$ cat src/rtl/dbuf_pkg.sv
package dbuf_pkg;
    typedef enum logic [1:0] {
        RD_PENDING = 2'd0,
        RD_ACTIVE  = 2'd1,
        RD_STATUS  = 2'd2,
        RD_NONE    = 2'd3
    } rd_region_e;

    typedef struct packed {
        logic xfer;     // copy pending into active this cycle
        logic arm_set;  // trigger write seen this cycle
    } commit_t;

    function automatic int unsigned idx_bits(input int unsigned n);
        return (n <= 1) ? 1 : $clog2(n);
    endfunction
endpackage

$ cat src/rtl/dbuf_pending.sv
module dbuf_pending #(
    parameter int NUM_REGS = 4,
    parameter int DATA_W   = 32,
    parameter int IDX_W    = 3
) (
    input  logic                       clk,
    input  logic                       rst,
    input  logic                       wr_hit,
    input  logic [IDX_W-1:0]           wr_idx,
    input  logic [DATA_W-1:0]          wr_data,
    output logic [NUM_REGS*DATA_W-1:0] pending_flat
);
    for (genvar g = 0; g < NUM_REGS; g++) begin : g_reg
        logic [DATA_W-1:0] val_q;
        always_ff @(posedge clk) begin
            if (rst)
                val_q <= '0;
            else if (wr_hit && (wr_idx == IDX_W'(g)))
                val_q <= wr_data;
        end
        assign pending_flat[g*DATA_W +: DATA_W] = val_q;
    end
endmodule

$ cat src/rtl/dbuf_arm_ctrl.sv
module dbuf_arm_ctrl
    import dbuf_pkg::*;
#(
    parameter int FRAME_W = 16
) (
    input  logic               clk,
    input  logic               rst,
    input  logic               trig_wr,
    input  logic               vblank_start,
    input  logic               plane_enable,
    output commit_t            commit,
    output logic               armed,
    output logic [FRAME_W-1:0] frame_count
);
    logic armed_q;
    logic [FRAME_W-1:0] frame_q;

    always_comb begin
        commit.arm_set = trig_wr;
        commit.xfer    = plane_enable || (vblank_start && armed_q);
    end

    always_ff @(posedge clk) begin
        if (rst) begin
            armed_q <= 1'b0;
            frame_q <= '0;
        end else begin
            if (commit.arm_set)
                armed_q <= 1'b1;
            else if (commit.xfer)
                armed_q <= 1'b0;
            if (vblank_start)
                frame_q <= frame_q + 1'b1;
        end
    end

    assign armed       = armed_q;
    assign frame_count = frame_q;

    p_trig_arms_r2: assert property (@(posedge clk) disable iff (rst)
        trig_wr |=> armed);
    p_vbl_disarms_r3: assert property (@(posedge clk) disable iff (rst)
        (armed && vblank_start && !trig_wr) |=> !armed);
    p_enable_disarms_r5: assert property (@(posedge clk) disable iff (rst)
        (plane_enable && !trig_wr) |=> !armed);
    p_frame_step_r8: assert property (@(posedge clk) disable iff (rst)
        vblank_start |=> frame_count == $past(frame_count) + 1'b1);
    p_frame_hold_r8: assert property (@(posedge clk) disable iff (rst)
        !vblank_start |=> $stable(frame_count));
endmodule

$ cat src/rtl/dbuf_active.sv
module dbuf_active #(
    parameter int NUM_REGS = 4,
    parameter int DATA_W   = 32
) (
    input  logic                       clk,
    input  logic                       rst,
    input  logic                       xfer,
    input  logic [NUM_REGS*DATA_W-1:0] pending_flat,
    output logic [NUM_REGS*DATA_W-1:0] active_flat
);
    logic [NUM_REGS*DATA_W-1:0] active_q;

    always_ff @(posedge clk) begin
        if (rst)
            active_q <= '0;
        else if (xfer)
            active_q <= pending_flat;
    end

    assign active_flat = active_q;

    p_hold_r1: assert property (@(posedge clk) disable iff (rst)
        !xfer |=> $stable(active_flat));
    p_copy_r3: assert property (@(posedge clk) disable iff (rst)
        xfer |=> active_flat == $past(pending_flat));
endmodule

$ cat src/rtl/armed_dbuf_bank.sv
module armed_dbuf_bank
    import dbuf_pkg::*;
#(
    parameter int NUM_REGS = 4,
    parameter int DATA_W   = 32,
    parameter int FRAME_W  = 16,
    localparam int IDX_W   = idx_bits(NUM_REGS + 2),
    localparam int ADDR_W  = IDX_W + 1
) (
    input  logic                       clk,
    input  logic                       rst,
    input  logic                       wr_en,
    input  logic [ADDR_W-1:0]          wr_addr,
    input  logic [DATA_W-1:0]          wr_data,
    input  logic [ADDR_W-1:0]          rd_addr,
    output logic [DATA_W-1:0]          rd_data,
    input  logic                       vblank_start,
    input  logic                       plane_enable,
    output logic [NUM_REGS*DATA_W-1:0] active_flat,
    output logic                       armed,
    output logic [FRAME_W-1:0]         frame_count
);
    localparam logic [ADDR_W-1:0] TRIG_ADDR = ADDR_W'(NUM_REGS - 1);
    localparam logic [IDX_W-1:0]  STAT_IDX  = IDX_W'(NUM_REGS);
    localparam logic [IDX_W-1:0]  FRAME_IDX = IDX_W'(NUM_REGS + 1);

    logic                       wr_hit;
    logic                       trig_wr;
    commit_t                    commit;
    logic [NUM_REGS*DATA_W-1:0] pending_flat;
    rd_region_e                 region;
    logic [IDX_W-1:0]           rd_idx;

    assign wr_hit  = wr_en && (wr_addr < ADDR_W'(NUM_REGS));
    assign trig_wr = wr_en && (wr_addr == TRIG_ADDR);
    assign rd_idx  = rd_addr[IDX_W-1:0];

    dbuf_pending #(.NUM_REGS(NUM_REGS), .DATA_W(DATA_W), .IDX_W(IDX_W)) u_pending (
        .clk(clk), .rst(rst), .wr_hit(wr_hit), .wr_idx(wr_addr[IDX_W-1:0]),
        .wr_data(wr_data), .pending_flat(pending_flat)
    );

    dbuf_arm_ctrl #(.FRAME_W(FRAME_W)) u_ctrl (
        .clk(clk), .rst(rst), .trig_wr(trig_wr), .vblank_start(vblank_start),
        .plane_enable(plane_enable), .commit(commit), .armed(armed),
        .frame_count(frame_count)
    );

    dbuf_active #(.NUM_REGS(NUM_REGS), .DATA_W(DATA_W)) u_active (
        .clk(clk), .rst(rst), .xfer(commit.xfer),
        .pending_flat(pending_flat), .active_flat(active_flat)
    );

    always_comb begin
        if (!rd_addr[ADDR_W-1])
            region = (rd_idx < IDX_W'(NUM_REGS)) ? RD_PENDING : RD_NONE;
        else if (rd_idx < IDX_W'(NUM_REGS))
            region = RD_ACTIVE;
        else if (rd_idx == STAT_IDX || rd_idx == FRAME_IDX)
            region = RD_STATUS;
        else
            region = RD_NONE;
    end

    always_comb begin
        rd_data = '0;
        unique case (region)
            RD_PENDING: for (int i = 0; i < NUM_REGS; i++)
                            if (rd_idx == IDX_W'(i)) rd_data = pending_flat[i*DATA_W +: DATA_W];
            RD_ACTIVE:  for (int i = 0; i < NUM_REGS; i++)
                            if (rd_idx == IDX_W'(i)) rd_data = active_flat[i*DATA_W +: DATA_W];
            RD_STATUS:  rd_data = (rd_idx == STAT_IDX) ? DATA_W'(armed) : DATA_W'(frame_count);
            default:    rd_data = '0;
        endcase
    end

    p_oob_write_quiet_r9: assert property (@(posedge clk) disable iff (rst)
        (wr_en && wr_addr >= ADDR_W'(NUM_REGS) && !vblank_start && !plane_enable)
        |=> $stable(pending_flat) && $stable(active_flat));
    p_unarmed_vbl_r4: assert property (@(posedge clk) disable iff (rst)
        (!armed && vblank_start && !plane_enable) |=> $stable(active_flat));
endmodule

$ cat config.mk
export PLATFORM = sky130hd
export DESIGN_NAME = armed_dbuf_bank
export DESIGN_NICKNAME = d
export VERILOG_FILES = /design/src/rtl/dbuf_pkg.sv /design/src/rtl/dbuf_pending.sv /design/src/rtl/dbuf_arm_ctrl.sv /design/src/rtl/dbuf_active.sv /design/src/rtl/armed_dbuf_bank.sv
export SDC_FILE = /design/constraint.sdc
export NUM_CORES = 1
export LEC_CHECK = 0
export BUFFER_PORTS_ARGS = -buffer_cell sky130_fd_sc_hd__buf_4
export CORE_MARGIN = 1
export CORE_UTILIZATION = 54
export DETAILED_ROUTE_END_ITERATION = 10
export GPL_ROUTABILITY_DRIVEN = 0
export PLACE_DENSITY = 0.74
export SETUP_SLACK_MARGIN = 0.5
export SYNTH_ARGS = -nofsm -noshare
export SYNTH_HDL_FRONTEND = slang
export SYNTH_SLANG_ARGS = --single-unit
$ cat constraint.sdc
create_clock -name clk -period 2.01 [get_ports clk]
set_clock_uncertainty 0.05 [all_clocks]
set_input_delay 0.201 -clock clk [delete_from_list [all_inputs] [get_ports clk]]
set_output_delay 0.201 -clock clk [all_outputs]
set_load 0.05 [all_outputs]
==> results.py, run 1 <==
metrics = {
    "floorplanning": {
        "start_util_pct": 55.2,
        "die_area_um2": 22100,
        "die_y_um": 149,
        "boundaryPins": 222,
        "rows": 53,
        "die_x_um": 149,
        "coreArea_um2": 21000,
    },
    "setup_path": {
        "regToRegEndpoint": "u_ctrl.frame_count[14]",
        "critPathArrivalTime_ns": 1.76,
        "path_cells": "mux4_2 -> nand2_2 -> o211ai_1 -> buf_4",
        "start_kind": "flop",
        "crit_fanout": 2,
        "r2r_slack_ns": 0.55,
        "reg2regPathDepth": 5,
        "slowest_stage": "mux4_2",
        "end_kind": "output pin",
        "worstPathRequired_ns": 1.76,
        "timing.rr.start": "u_ctrl.frame_count[0]",
        "cpPeakStageDelay_ns": 0.47,
        "worstSetupPathType": "flop to output pin",
    },
    "global_routing": {
        "grt_max_degree": 113,
        "grt_antenna_before_repair": 0,
        "gr-total-overflow": 0,
        "grt_pass1_vias": 11677,
        "grt_util_all_layers_pct": 34.9,
        "grt_pass1_wl_mm": 60.7,
    },
    "drt": {
        "drtPass1Iterations": 6,
        "drt-vias-per-instance": 5.86,
        "vias": 12157,
        "final_antenna_net_count": 0,
        "drt_iter0_drc": 1097,
        "drt-wirelength-per-cell_um": 19.6,
        "drcViolationCount": 0,
        "routed_wl_mm": 40.6,
    },
    "min_path": {
        "hold_end": "u_ctrl.frame_count[0]",
        "hold_class": "input port to flop",
        "hold_start": "rst",
        "whs_path_depth": 2,
    },
    "place": {
        "postPlaceCellArea_um2": 13900,
        "io_buffer_count": 221,
        "dp_hpwl_mm": 22.7,
        "dp.cells": 1860,
    },
    "timing": {
        "worstMarginPinSlew_ns": 0.531,
        "max_freq_ghz": 0.497,
        "layout_setup_ws_ns": -0.00318,
        "rsz0062_at_grt": "yes",
        "final.setup.tns_ns": -0.00318,
        "finalHoldViolations": 0,
        "slew_viol_final": 0,
        "fin_crit_sh_pct": 100,
        "setup_viol": 1,
        "relSlewSlack_pct": 64.6,
        "min_period_ns": 2.01,
    },
    "pwr": {
        "p_per_area_nw_per_um2": 719,
        "p_total_mw": 12.0,
        "peakVddDrop_mv": 0.816,
        "static-leakage-power_nw": 6.34,
    },
    "final_layout": {
        "syn2layout_area_growth_pct": 43.5,
        "n_fill_cell": 1333,
        "multi_input_area_um2": 5990,
        "nets": 1827,
        "instances_no_fill": 2076,
        "diodes": 0,
        "layout_commonest_cell": "nand2_1",
        "drive_above_1_share_pct": 42.9,
        "seqCellArea_um2": 5730,
        "final_cell_mix": "545 x nand2_1, 360 x buf_4, 261 x a21oi_1, 184 x dfxtp_2, 80 x dfxtp_1",
        "finalInstanceArea_um2": 16600,
    },
    "outcome": {
        "violations": "setup timing",
        "status": "complete, but fails checks",
    },
    "run": {
        "maxCapViolCount": 0,
    },
    "cts": {
        "clk_latency_ns": 0.55,
        "cts_buffer_depth": 3,
        "cts_tree": "built",
        "cts_root_buffer": "clkbuf_16",
        "numClockSinks": 273,
        "h-tree-depth": 1,
        "cts_made_buffers": 29,
        "path_clk_slew_ns": 0.06,
    },
    "synth": {
        "synth_cell_types": 37,
        "syn-cell-area_um2": 11600,
        "syn_inst": 1432,
        "async_flop_share_pct": 0,
        "yosys_register_bits": 273,
        "syn_area_per_cell_um2": 8.10,
        "syn_nets": 1478,
        "ys_seq_area_share_pct": 47.1,
        "ys.flop_type": "dfxtp_1",
        "yosys_warnings": 0,
        "synth-edff-count": 0,
    },
}
## per-stage QoR
step                utilization (%)  setup slack (ns)  hold WS, ns
floorplan                         -             0.184        0.287
global placement               66.2             0.260        0.397
detailed placement             66.2             0.254        0.399
CTS                            78.0          -0.00283       0.0849
global route                   79.2           -0.0217        0.105
finish                         79.2          -0.00318       0.0892
## synthesized netlist by cell type (3+ instances only)
cell type / count / share of area, %
clkbuf_1: 62 / 2.0
nor4_1: 4 / 0.22
or3_1: 3 / 0.16
buf_6: 3 / 0.29
a21oi_1: 279 / 12
o21ai_0: 18 / 0.78
mux2i_1: 3 / 0.26
nand3_1: 5 / 0.22
o211ai_1: 15 / 0.97
mux2_2: 16 / 1.6
buf_2: 34 / 1.5
nand4_1: 4 / 0.22
dfxtp_1: 273 / 47
xnor2_1: 9 / 0.68
o22ai_1: 16 / 0.86
nor2_1: 17 / 0.55
mux4_2: 47 / 9.1
nand2_1: 580 / 19
buf_4: 8 / 0.52
buf_1: 4 / 0.13
inv_1: 6 / 0.19
nor3_1: 5 / 0.22
xor2_1: 3 / 0.23
## critical path, delay by kind of cell, from the launching register on
family                 cells  cell delay [ns]
multiplexers               1             0.47
flip-flops                 1             0.32
buffers and inverters      1             0.23
AO/OA/AOI/OAI              1             0.13
AND/OR/NAND/NOR            1             0.08
## flip-flops by register name, summed over array words and instances, names as in the netlist
| register | cells |
|---|---|
| u_pending.g.val_q | 128 |
| u_ctrl.armed | 1 |
| u_active.active_flat | 128 |
| u_ctrl.frame_count | 16 |
## final cells by class
class | instances | area share (%)
timing repair buffer | 428 | 21.5
multi-input combinational | 1042 | 36.0
clock inverter | 9 | 0.624
clock buffer | 42 | 5.14
inverter | 7 | 0.188
tap | 275 | 2.07
sequential | 273 | 34.4
## repair_timing
item | CTS | global route
gates cloned | 1 | 2
gates resized for setup | 176 | 29
buffers inserted | 110 | 19
setup endpoints to repair | 59 | 113
hold endpoints to repair | 130 | 0
hold buffers | 33 | 0
pin swaps | 30 | 15
## logic make-up after synthesis
logic type | synth area share [%]
xor+xnor | 0.907
simple gates | 21.3
fa+ha+maj | 0.108
compound gates | 15.0
flops | 47.1
buf+inv | 4.64
mux | 10.9
## layer usage
metal / GRT usage [%] / share of wire, %
met4: 16.8 / 4.1
met5: 0 / 0
met1: 42.8 / 36
met2: 59.1 / 49
met3: 6.35 / 10
## worst max path at each step
stage | start | end | slack (ns) | depth (start not counted)
after floorplan | rd_addr[0] | rd_data[4] | 0.18 | 6
after global placement | rd_addr[0] | rd_data[19] | 0.26 | 6
after detailed placement | rd_addr[0] | rd_data[19] | 0.25 | 6
after CTS | u_active.active_flat[97] | rd_data[1] | -0.003 | 4
after global routing | u_active.active_flat[99] | rd_data[3] | -0.02 | 4
final | u_active.active_flat[103] | rd_data[7] | -0.003 | 4
## where the power goes
| group | switching, mW | internal, mW | total [mW] | leakage, nW |
|---|---|---|---|---|
| Clock | 2.21 | 3.19 | 5.40 | 0.470 |
| Sequential | 0.0430 | 5.46 | 5.50 | 2.30 |
| Combinational | 0.684 | 0.381 | 1.07 | 3.57 |
| Total | 2.94 | 9.02 | 12.0 | 6.34 |
Note: power is estimated with default switching activity, not from simulation.
==> run 2: changes to the inputs <==
==> constraint.sdc (replaced) <==
create_clock -name clk -period 2.01 [get_ports clk]
set_clock_uncertainty 0.05 [all_clocks]
set_input_delay 0.1005 -clock clk [delete_from_list [all_inputs] [get_ports clk]]
set_output_delay 0.1005 -clock clk [all_outputs]
set_load 0.01 [all_outputs]
==> results.py, run 2 (same netlist as run 1, synthesis figures left out) <==
metrics = {
    "timing": {
        "layout_setup_ws_ns": 0.167,
        "slew_viol_final": 0,
        "finalHoldViolations": 0,
        "max_freq_ghz": 0.543,
        "rsz0062_at_grt": "yes",
        "relSlewSlack_pct": 59.2,
        "worstMarginPinSlew_ns": 0.611,
        "setup_viol": 0,
        "min_period_ns": 1.84,
        "final.setup.tns_ns": 0,
        "fin_crit_sh_pct": 91.7,
    },
    "min_path": {
        "whs_path_depth": 5,
        "hold_start": "wr_addr[0]",
        "hold_class": "input port to flop",
        "hold_end": "u_pending.g_reg[2].val_q[27]",
    },
    "final_layout": {
        "diodes": 0,
        "drive_above_1_share_pct": 40.7,
        "syn2layout_area_growth_pct": 41.0,
        "instances_no_fill": 2073,
        "layout_commonest_cell": "nand2_1",
        "multi_input_area_um2": 5840,
        "n_fill_cell": 1432,
        "nets": 1823,
        "fin_util_pct": 77.8,
        "seqCellArea_um2": 5680,
        "final_cell_mix": "553 x nand2_1, 373 x buf_4, 265 x a21oi_1, 171 x dfxtp_2, 101 x dfxtp_1",
    },
    "drt": {
        "drcViolationCount": 0,
        "final_antenna_net_count": 0,
        "drtPass1Iterations": 5,
        "drt_iter0_drc": 1106,
        "vias": 12051,
        "drt-vias-per-instance": 5.81,
        "drt-wirelength-per-cell_um": 19.2,
        "routed_wl_mm": 39.7,
    },
    "cts": {
        "numClockSinks": 273,
        "cts_root_buffer": "clkbuf_16",
        "cts_buffer_depth": 3,
        "path_clk_slew_ns": 0.06,
        "h-tree-depth": 1,
        "cts_tree": "built",
        "clk_latency_ns": 0.55,
        "cts_made_buffers": 28,
    },
    "setup_path": {
        "worstSetupPathType": "flop to output pin",
        "reg2regPathDepth": 4,
        "worstPathRequired_ns": 1.86,
        "critPathArrivalTime_ns": 1.69,
        "start_kind": "flop",
        "r2r_slack_ns": 0.57,
        "crit_fanout": 3,
        "timing.rr.start": "u_ctrl.frame_count[10]",
        "regToRegEndpoint": "u_ctrl.frame_count[14]",
        "end_kind": "output pin",
    },
    "run": {
        "maxCapViolCount": 0,
    },
    "pwr": {
        "p_total_mw": 11.9,
        "static-leakage-power_nw": 6.27,
        "peakVddDrop_mv": 0.653,
        "p_per_area_nw_per_um2": 728,
    },
    "floorplanning": {
        "rows": 53,
        "boundaryPins": 222,
        "coreArea_um2": 21000,
        "start_util_pct": 55.2,
        "die_area_um2": 22100,
        "die_y_um": 149,
        "die_x_um": 149,
    },
    "global_routing": {
        "grt_pass1_wl_mm": 61.0,
        "grt_pass1_vias": 11331,
        "grt_util_all_layers_pct": 35.1,
        "grt_antenna_before_repair": 0,
        "gr-total-overflow": 0,
        "grt_max_degree": 68,
    },
    "place": {
        "dp_hpwl_mm": 23.1,
        "dp.cells": 1866,
        "post-place-ws_ns": 0.310,
        "io_buffer_count": 221,
    },
    "outcome": {
        "status": "finished, final reports clean",
    },
}
==> run 2: changes by cell type in the layout (fill, tap and decap cells not counted), moves of 4 or more <==
cell / previous run / this run
a21oi_1: 261 / 265
a21oi_2: 5 / 13
a21oi_4: 13 / 1
buf_4: 360 / 373
buf_6: 18 / 0
dfxtp_1: 80 / 101
dfxtp_2: 184 / 171
dfxtp_4: 9 / 1
nand2_1: 545 / 553
nand2_2: 35 / 27
==> run 2: through the flow <==
stage	instance area [um^2]	hold WS (ns)
floorplan	11600	0.186
global placement	13700	0.323
detailed placement	13700	0.330
CTS	16200	0.0530
global route	16300	0.0775
finish	16300	0.0600
==> run 2: worst max-delay path, stage by stage (launching register included) <==
cell and delay [ns]:
dfxtp_2 0.34, mux4_2 0.44, nand2_1 0.07, o211ai_1 0.12, buf_4 0.18
==> run 2: layer usage <==
layer	up-vias	wire length [um]	track usage [%]
met2	684	18800	56.7
met1	5770	15700	46.6
met3	92	4160	6.35
li1	5505	-	-
met5	-	0	0
met4	0	1100	13.7
==> run 2: how the worst max path moves through the flow <==
stage | start | endpoint | slack (ns) | cells after the start
floorplan | u_ctrl.frame_count[0] | u_ctrl.frame_count[14] | 0.53 | 5
global placement | wr_addr[3] | u_pending.g_reg[3].val_q[23] | 0.37 | 6
detailed placement | u_ctrl.frame_count[3] | u_ctrl.frame_count[14] | 0.31 | 4
CTS | u_active.active_flat[37] | rd_data[5] | 0.16 | 4
global route | u_active.active_flat[101] | rd_data[5] | 0.14 | 4
finish | u_active.active_flat[37] | rd_data[5] | 0.17 | 4
==> run 2: what timing repair did <==
item | in CTS | in global routing
setup endpoints to repair | 127 | 71
setup buffers | 110 | 10
cloned | 0 | 1
hold endpoints to repair | 137 | 0
hold buffers | 35 | 0
pin swaps | 37 | 11
gates resized for setup | 186 | 41
==> run 2: final cells by class <==
type | count | area share, %
clock buffers | 42 | 5.17
clock inverters | 9 | 0.750
inverters | 7 | 0.161
multi-input cells | 1042 | 35.7
flip-flops and latches | 273 | 34.8
well taps | 275 | 2.10
repair buffers | 425 | 21.3
==> run 2: power breakdown <==
part	internal [mW]	switching, mW	total (mW)
Combinational	0.381	0.562	0.943
Clock	3.27	2.17	5.44
Sequential	5.46	0.0435	5.51
